$ cat config.mk
export PLATFORM = sky130hd
export DESIGN_NAME = sc_t0_tx
export DESIGN_NICKNAME = d
export VERILOG_FILES = /design/src/rtl/sc_tx_pkg.sv /design/src/rtl/sc_tx_ctrl.sv /design/src/rtl/sc_tx_dpath.sv /design/src/rtl/sc_t0_tx.sv
export SDC_FILE = /design/constraint.sdc
export NUM_CORES = 1
export LEC_CHECK = 0
export CAP_MARGIN = 10
export CORE_MARGIN = 10
export CORE_UTILIZATION = 60
export CTS_BUF_LIST = sky130_fd_sc_hd__clkbuf_2 sky130_fd_sc_hd__clkbuf_4 sky130_fd_sc_hd__clkbuf_8
export CTS_CLUSTER_DIAMETER = 150
export DETAILED_ROUTE_END_ITERATION = 12
export GPL_TIMING_DRIVEN = 0
export PLACE_DENSITY = 0.85
export RECOVER_POWER = 50
export SLEW_MARGIN = 20
export SYNTH_ARGS = -nofsm -noshare
export SYNTH_HDL_FRONTEND = slang
export SYNTH_SLANG_ARGS = --single-unit
export TNS_END_PERCENT = 100
$ cat constraint.sdc
create_clock -name clk -period 4 [get_ports clk]
set_input_delay 1 -clock clk [delete_from_list [all_inputs] [get_ports clk]]
set_output_delay 1 -clock clk [all_outputs]
set_load 0.02 [all_outputs]
$ cat src/rtl/sc_tx_pkg.sv
package sc_tx_pkg;
  localparam int GUARD_IDX = 10;   // bit slot after parity: line released, card may answer

  typedef enum logic [1:0] {
    ST_IDLE,
    ST_SEND,
    ST_WAIT,
    ST_STOP
  } txState_t;

  typedef struct packed {
    logic       load;    // copy holding register into frame register
    logic       sample;  // capture the line for the error signal
    logic       done;    // character finished without error
    logic       active;  // a frame is on the line
    logic [3:0] bitSel;  // which slot of the frame is being driven
  } txCtl_t;
endpackage

$ cat src/rtl/sc_tx_ctrl.sv
module sc_tx_ctrl
  import sc_tx_pkg::*;
#(
  parameter int ETU   = 372,
  parameter int LIM_W = 4
) (
  input  logic             clk,
  input  logic             rstN,
  input  logic             holdFull,
  input  logic             errSeen,
  input  logic [LIM_W-1:0] retryLimit,
  output txCtl_t           ctl
);
  localparam int CNT_W = $clog2(ETU);
  localparam logic [CNT_W-1:0] LAST_C = CNT_W'(ETU - 1);
  localparam logic [CNT_W-1:0] HALF_C = CNT_W'(ETU / 2);
  localparam logic [3:0]       GUARD_C = 4'(GUARD_IDX);

  txState_t         state;
  logic [CNT_W-1:0] etuCnt;
  logic [3:0]       bitIdx;
  logic [LIM_W-1:0] retries;
  logic             etuEnd, guardEnd, limitHit;

  always_comb begin
    etuEnd      = (etuCnt == LAST_C);
    guardEnd    = (state == ST_SEND) && (bitIdx == GUARD_C) && etuEnd;
    limitHit    = (retryLimit != '0) && (retries == retryLimit);
    ctl.load    = ((state == ST_IDLE) || (state == ST_STOP)) && holdFull;
    ctl.sample  = (state == ST_SEND) && (bitIdx == GUARD_C) && (etuCnt == HALF_C);
    ctl.done    = guardEnd && !errSeen;
    ctl.active  = (state == ST_SEND);
    ctl.bitSel  = bitIdx;
  end

  always_ff @(posedge clk or negedge rstN) begin
    if (!rstN) begin
      state   <= ST_IDLE;
      etuCnt  <= '0;
      bitIdx  <= '0;
      retries <= '0;
    end else begin
      case (state)
        ST_IDLE, ST_STOP: begin
          if (holdFull) begin
            state   <= ST_SEND;
            etuCnt  <= '0;
            bitIdx  <= '0;
            retries <= '0;
          end
        end
        ST_SEND: begin
          if (etuEnd) begin
            etuCnt <= '0;
            if (bitIdx == GUARD_C) begin
              if (!errSeen) begin
                state <= ST_IDLE;
              end else if (limitHit) begin
                state <= ST_STOP;
              end else begin
                retries <= retries + 1'b1;
                state   <= ST_WAIT;
              end
            end else begin
              bitIdx <= bitIdx + 4'd1;
            end
          end else begin
            etuCnt <= etuCnt + 1'b1;
          end
        end
        ST_WAIT: begin
          if (etuEnd) begin
            etuCnt <= '0;
            bitIdx <= '0;
            state  <= ST_SEND;
          end else begin
            etuCnt <= etuCnt + 1'b1;
          end
        end
        default: state <= ST_IDLE;
      endcase
    end
  end

  // counters never leave the frame geometry
  a_r3_count_range: assert property (@(posedge clk) disable iff (!rstN)
    (etuCnt <= LAST_C) && (bitIdx <= GUARD_C));

  // a repetition never exceeds a nonzero limit
  a_r8_retry_bound: assert property (@(posedge clk) disable iff (!rstN)
    (state == ST_WAIT && retryLimit != '0) |-> (retries <= retryLimit));
endmodule

$ cat src/rtl/sc_tx_dpath.sv
module sc_tx_dpath
  import sc_tx_pkg::*;
(
  input  logic       clk,
  input  logic       rstN,
  input  logic       wrEn,
  input  logic [7:0] wrData,
  input  logic       errClr,
  input  logic       ioIn,
  input  txCtl_t     ctl,
  output logic       tdre,
  output logic       tend,
  output logic       ers,
  output logic       errSeen,
  output logic       ioOut
);
  logic [7:0] holdReg, frameReg;

  always_ff @(posedge clk or negedge rstN) begin
    if (!rstN) begin
      holdReg  <= '0;
      frameReg <= '0;
      tdre     <= 1'b1;
      tend     <= 1'b1;
      ers      <= 1'b0;
      errSeen  <= 1'b0;
    end else begin
      if (wrEn) holdReg <= wrData;
      if (ctl.load) frameReg <= holdReg;

      if (wrEn)          tdre <= 1'b0;
      else if (ctl.load) tdre <= 1'b1;

      if (wrEn)                  tend <= 1'b0;
      else if (ctl.done && tdre) tend <= 1'b1;

      if (ctl.sample && !ioIn) ers <= 1'b1;
      else if (errClr)         ers <= 1'b0;

      if (ctl.load)        errSeen <= 1'b0;
      else if (ctl.sample) errSeen <= !ioIn;
    end
  end

  always_comb begin
    ioOut = 1'b1;
    if (ctl.active) begin
      if (ctl.bitSel == 4'd0)       ioOut = 1'b0;
      else if (ctl.bitSel <= 4'd8)  ioOut = frameReg[3'(ctl.bitSel - 4'd1)];
      else if (ctl.bitSel == 4'd9)  ioOut = ^frameReg;
    end
  end

  // data-empty only drops because the host wrote
  a_r2_tdre_fall: assert property (@(posedge clk) disable iff (!rstN)
    $fell(tdre) |-> $past(wrEn));

  // error flag only rises from a low line at the sample point
  a_r4_ers_rise: assert property (@(posedge clk) disable iff (!rstN)
    $rose(ers) |-> $past(ctl.sample && !ioIn));

  // transmit-end never follows a rejected character
  a_r6_tend_clean: assert property (@(posedge clk) disable iff (!rstN)
    $rose(tend) |-> $past(!errSeen));
endmodule

$ cat src/rtl/sc_t0_tx.sv
module sc_t0_tx
  import sc_tx_pkg::*;
#(
  parameter int ETU   = 372,
  parameter int LIM_W = 4
) (
  input  logic             clk,
  input  logic             rstN,
  input  logic             wrEn,
  input  logic [7:0]       wrData,
  input  logic             errClr,
  input  logic             rieEn,
  input  logic             tieEn,
  input  logic [LIM_W-1:0] retryLimit,
  input  logic             ioIn,
  output logic             ioOut,
  output logic             tdre,
  output logic             tend,
  output logic             ers,
  output logic             errIrq,
  output logic             endIrq
);
  txCtl_t ctl;
  logic   errSeen;

  sc_tx_ctrl #(.ETU(ETU), .LIM_W(LIM_W)) uCtrl (
    .clk(clk), .rstN(rstN), .holdFull(!tdre), .errSeen(errSeen),
    .retryLimit(retryLimit), .ctl(ctl)
  );

  sc_tx_dpath uDpath (
    .clk(clk), .rstN(rstN), .wrEn(wrEn), .wrData(wrData), .errClr(errClr),
    .ioIn(ioIn), .ctl(ctl), .tdre(tdre), .tend(tend), .ers(ers),
    .errSeen(errSeen), .ioOut(ioOut)
  );

  assign errIrq = ers & rieEn;
  assign endIrq = tend & tieEn;
endmodule

==> metrics.md <==
| Metric | Value |
|---|---|
| Final setup skew | `0.00527 ns` |
| EDFF count, synth | `0` |
| Hold buffers post-CTS | `0` |
| Outcome | `complete, but fails checks` |
| Top cells by area, synth | `dfrtp_1, mux2_2, ha_1` |
| Synth top area share | `42.3%` |
| Vias | `1,668` |
| Max-cap check violation count | `1` |
| Crit end category | `primary output` |
| Largest net degree at the start of global routing | `31` |
| Bufs on Longest Clock Path | `2` |
| Syn Nets | `236` |
| Initial core utilization | `64.0%` |
| Post-Route WL | `4500 um` |
| Final setup violation count | `0` |
| DRT Pass-1 Iters | `4` |
| Worst setup path end | `ioOut` |
| Register area | `980 um2` |
| Worst setup SP type | `flop` |
| Fill count | `265` |
| RSZ-0062 raised after global routing | `no` |
| Reg2Reg Capture Point | `uCtrl.retries[1]` |
| Worst Reg-to-Reg Cells | `6` |
| Failing checks | `capacitance limit, slew limit` |
| Drt via density | `5.85` |
| GRT Total Usage | `15.6%` |
| TNS Setup | `0 ns` |
| Routability cong. | `0.833` |
| Die X | `80.4 um` |
| Synth Area per Inst | `10.6 um2` |
| Leakage dissipation | `1.08 nW` |
| Vias in the first global route | `1,760` |
| Max-slew violations | `31` |
| Pwr/cell area | `263 nW/um2` |
| Worst-path fanout max | `8` |
| Final ANT Viol Nets | `0` |
| Antenna violations before repair | `0` |
| Yosys warns | `0` |
| Post-Synthesis Cell Area | `2190 um2` |
| First-pass GRT wire length | `8030 um` |
| Final Hold Viols | `0` |
| ANT cells | `0` |
| Iteration-0 DRC Markers | `108` |
| H-Tree Depth | `2` |
| Mapped Cells | `207` |
| Final period utilization | `87.8%` |
| Setup crit start | `uCtrl.bitIdx[0]` |
| Worst reg-to-reg setup slack | `1.82 ns` |
| Post-Layout Cell Count | `285` |
| Min-Delay Path Class | `reg -> reg` |
| Worst EP arrival | `2.51 ns` |
| Placed cells | `277` |
| Worst VDD drop | `0.231 mV` |
| Synth cell types | `47` |
| Multi-input logic area | `1140 um2` |
| Port Buf Inserts | `23` |
| Buffer type at the clock tree root | `clkbuf_4` |
| Max Fclk | `285 MHz` |
| Fin crit period | `3.51 ns` |
| Post-synth top flop | `dfrtp_1` |
| Nets@finish | `267` |
| DP HPWL | `3420 um` |
| Clk sink count | `39` |
| Num rows | `21` |
| Skew-Pair Late Insertion Delay | `0.36 ns` |
| CTS tree | `yes` |
| CTS resizes | `0` |
| Minimum hold slack | `0.521 ns` |
| Post-CTS setup buffer count | `0` |
| Clock Pin Slew Worst Setup and Hold Paths | `0.13 ns` |
| CP Class | `reg -> out` |
| Chip Height | `80.4 um` |
| Asr flop ratio synth | `100%` |
| GRT overflow | `0` |
| Wire length per cell | `15.8 um` |
| Die Area | `6460 um2` |
| Area Growth Syn to Fin | `16.0%` |
| DR DRC count | `0` |
| Register bit total from synthesis | `39` |
| Total CTS buffers | `5` |
| Reg2reg start | `uCtrl.state[1]` |
| Layout cells sized above 1 | `14.2%` |
| Rel. slew slack | `-6.28%` |
| Worst-Margin Slew | `1.59 ns` |
| Io pins | `25` |
| Core ar. | `3420 um2` |
| Required time of the critical path | `3.00 ns` |
| Area leader, netlist | `dfrtp_1` |
| Seq/Total Area, Yosys | `44.7%` |
## Yosys cell counts, types with 2 or more instances
| library cell | count |
|---|---|
| a21oi_1 | 2 |
| a221o_1 | 4 |
| a22o_1 | 3 |
| a31oi_1 | 3 |
| and2_1 | 5 |
| clkbuf_1 | 4 |
| dfrtp_1 | 37 |
| dfstp_2 | 2 |
| ha_1 | 10 |
| inv_1 | 9 |
| mux2_2 | 17 |
| mux4_1 | 2 |
| nand2_1 | 14 |
| nand3_1 | 10 |
| nand4_1 | 2 |
| nor2_1 | 15 |
| nor2b_1 | 4 |
| nor3_1 | 7 |
| o21ai_0 | 8 |
| o21ai_1 | 7 |
| o22ai_1 | 2 |
| o31ai_1 | 5 |
| xnor2_1 | 9 |
| xor2_1 | 3 |
## power breakdown
group / leakage (nW) / internal [mW] / total, mW / switching (mW)
clock: 0.0278 / 0.0703 / 0.217 / 0.147
combinational: 0.569 / 0.0236 / 0.0413 / 0.0177
sequential: 0.480 / 0.403 / 0.408 / 0.00496
total: 1.08 / 0.497 / 0.666 / 0.170
## cells in the final DEF, fill, tap and decap left out, types with 4 or more instances in the layout
master / instances
a221o_1: 4
nor3_1: 7
o21ai_1: 7
nand2_1: 14
mux2_2: 17
nand3_1: 10
ha_1: 10
nor2_1: 15
dfrtp_1: 36
xnor2_1: 9
inv_1: 9
nor2b_1: 4
o31ai_1: 5
o21ai_0: 8
and2_1: 5
clkdlybuf4s50_1: 21
clkbuf_1: 6
clkbuf_4: 5
## logic make-up (layout without fill, tap and decap cells)
kind of cell	Yosys count	after routing	share of synthesized area, %
AO/OA/AOI/OAI	40	40	12.4
XOR/XNOR	12	12	4.81
adder cells (fa/ha/maj)	11	11	6.24
buffers and inverters	14	46	3.03
flip-flops	39	39	44.7
multiplexers	20	20	11.7
AND/OR/NAND/NOR	71	71	17.1
## routing by layer
| layer | part of all wire (%) | routed length (um) | vias to the layer above | global-route usage, % |
|---|---|---|---|---|
| li1 | - | - | 818 | - |
| met1 | 45 | 2040 | 804 | 18.9 |
| met2 | 48 | 2150 | 38 | 24.9 |
| met3 | 5.1 | 228 | 8 | 4.57 |
| met4 | 1.7 | 78 | 0 | 7.04 |
| met5 | 0 | 0 | - | 0 |
## flip-flops by register name, summed over array words and instances (netlist names)
signal,count
uCtrl.etuCnt,9
uCtrl.state,2
uCtrl.retries,4
uDpath.tdre,1
uDpath.ers,1
uDpath.errSeen,1
uDpath.tend,1
uDpath.frameReg,8
uCtrl.bitIdx,4
uDpath.holdReg,8
## final cells by class
cell class | instances | share of cell area, %
plain buffers | 4 | 0.592
inverters | 10 | 2.02
clock inverters | 3 | 0.937
flip-flops and latches | 39 | 38.6
clock buffers | 5 | 1.48
well taps | 46 | 2.27
repair buffers | 24 | 9.07
multi-input cells | 154 | 45.0
## stage by stage
stage	utilization [%]	power [mW]	area [um2]	setup WS (ns)
floorplan	-	0.427	2190	1.14
global placement	72.5	0.455	2470	0.486
detailed placement	72.9	0.460	2490	0.474
CTS	74.7	0.676	2550	0.0445
global route	74.3	0.691	2540	0.336
finish	74.3	0.666	2540	0.487
## worst min-delay path by stage
stage,from,endpoint,slack (ns),cells past startpoint
2_1_floorplan,uDpath.holdReg[0],uDpath.holdReg[0],0.47,1
3_3_place_gp,uDpath.holdReg[1],uDpath.holdReg[1],0.49,1
3_5_place_dp,uDpath.holdReg[4],uDpath.holdReg[4],0.50,1
4_1_cts,rstN,uCtrl.etuCnt[6],0.48,1
5_1_grt,uDpath.holdReg[4],uDpath.frameReg[4],0.55,1
6_report,uDpath.holdReg[4],uDpath.frameReg[4],0.52,1
## critical path: stages (launching register included)
cell            delay (ns)
dfrtp_2               0.48
inv_1                 0.11
ha_1                  0.33
mux4_1                0.28
mux2_2                0.29
maj3_2                0.30
nor2_1                0.08
a31oi_1               0.04
dlymetal6s2s_1        0.23
Note: power is estimated with default switching activity, not from simulation.
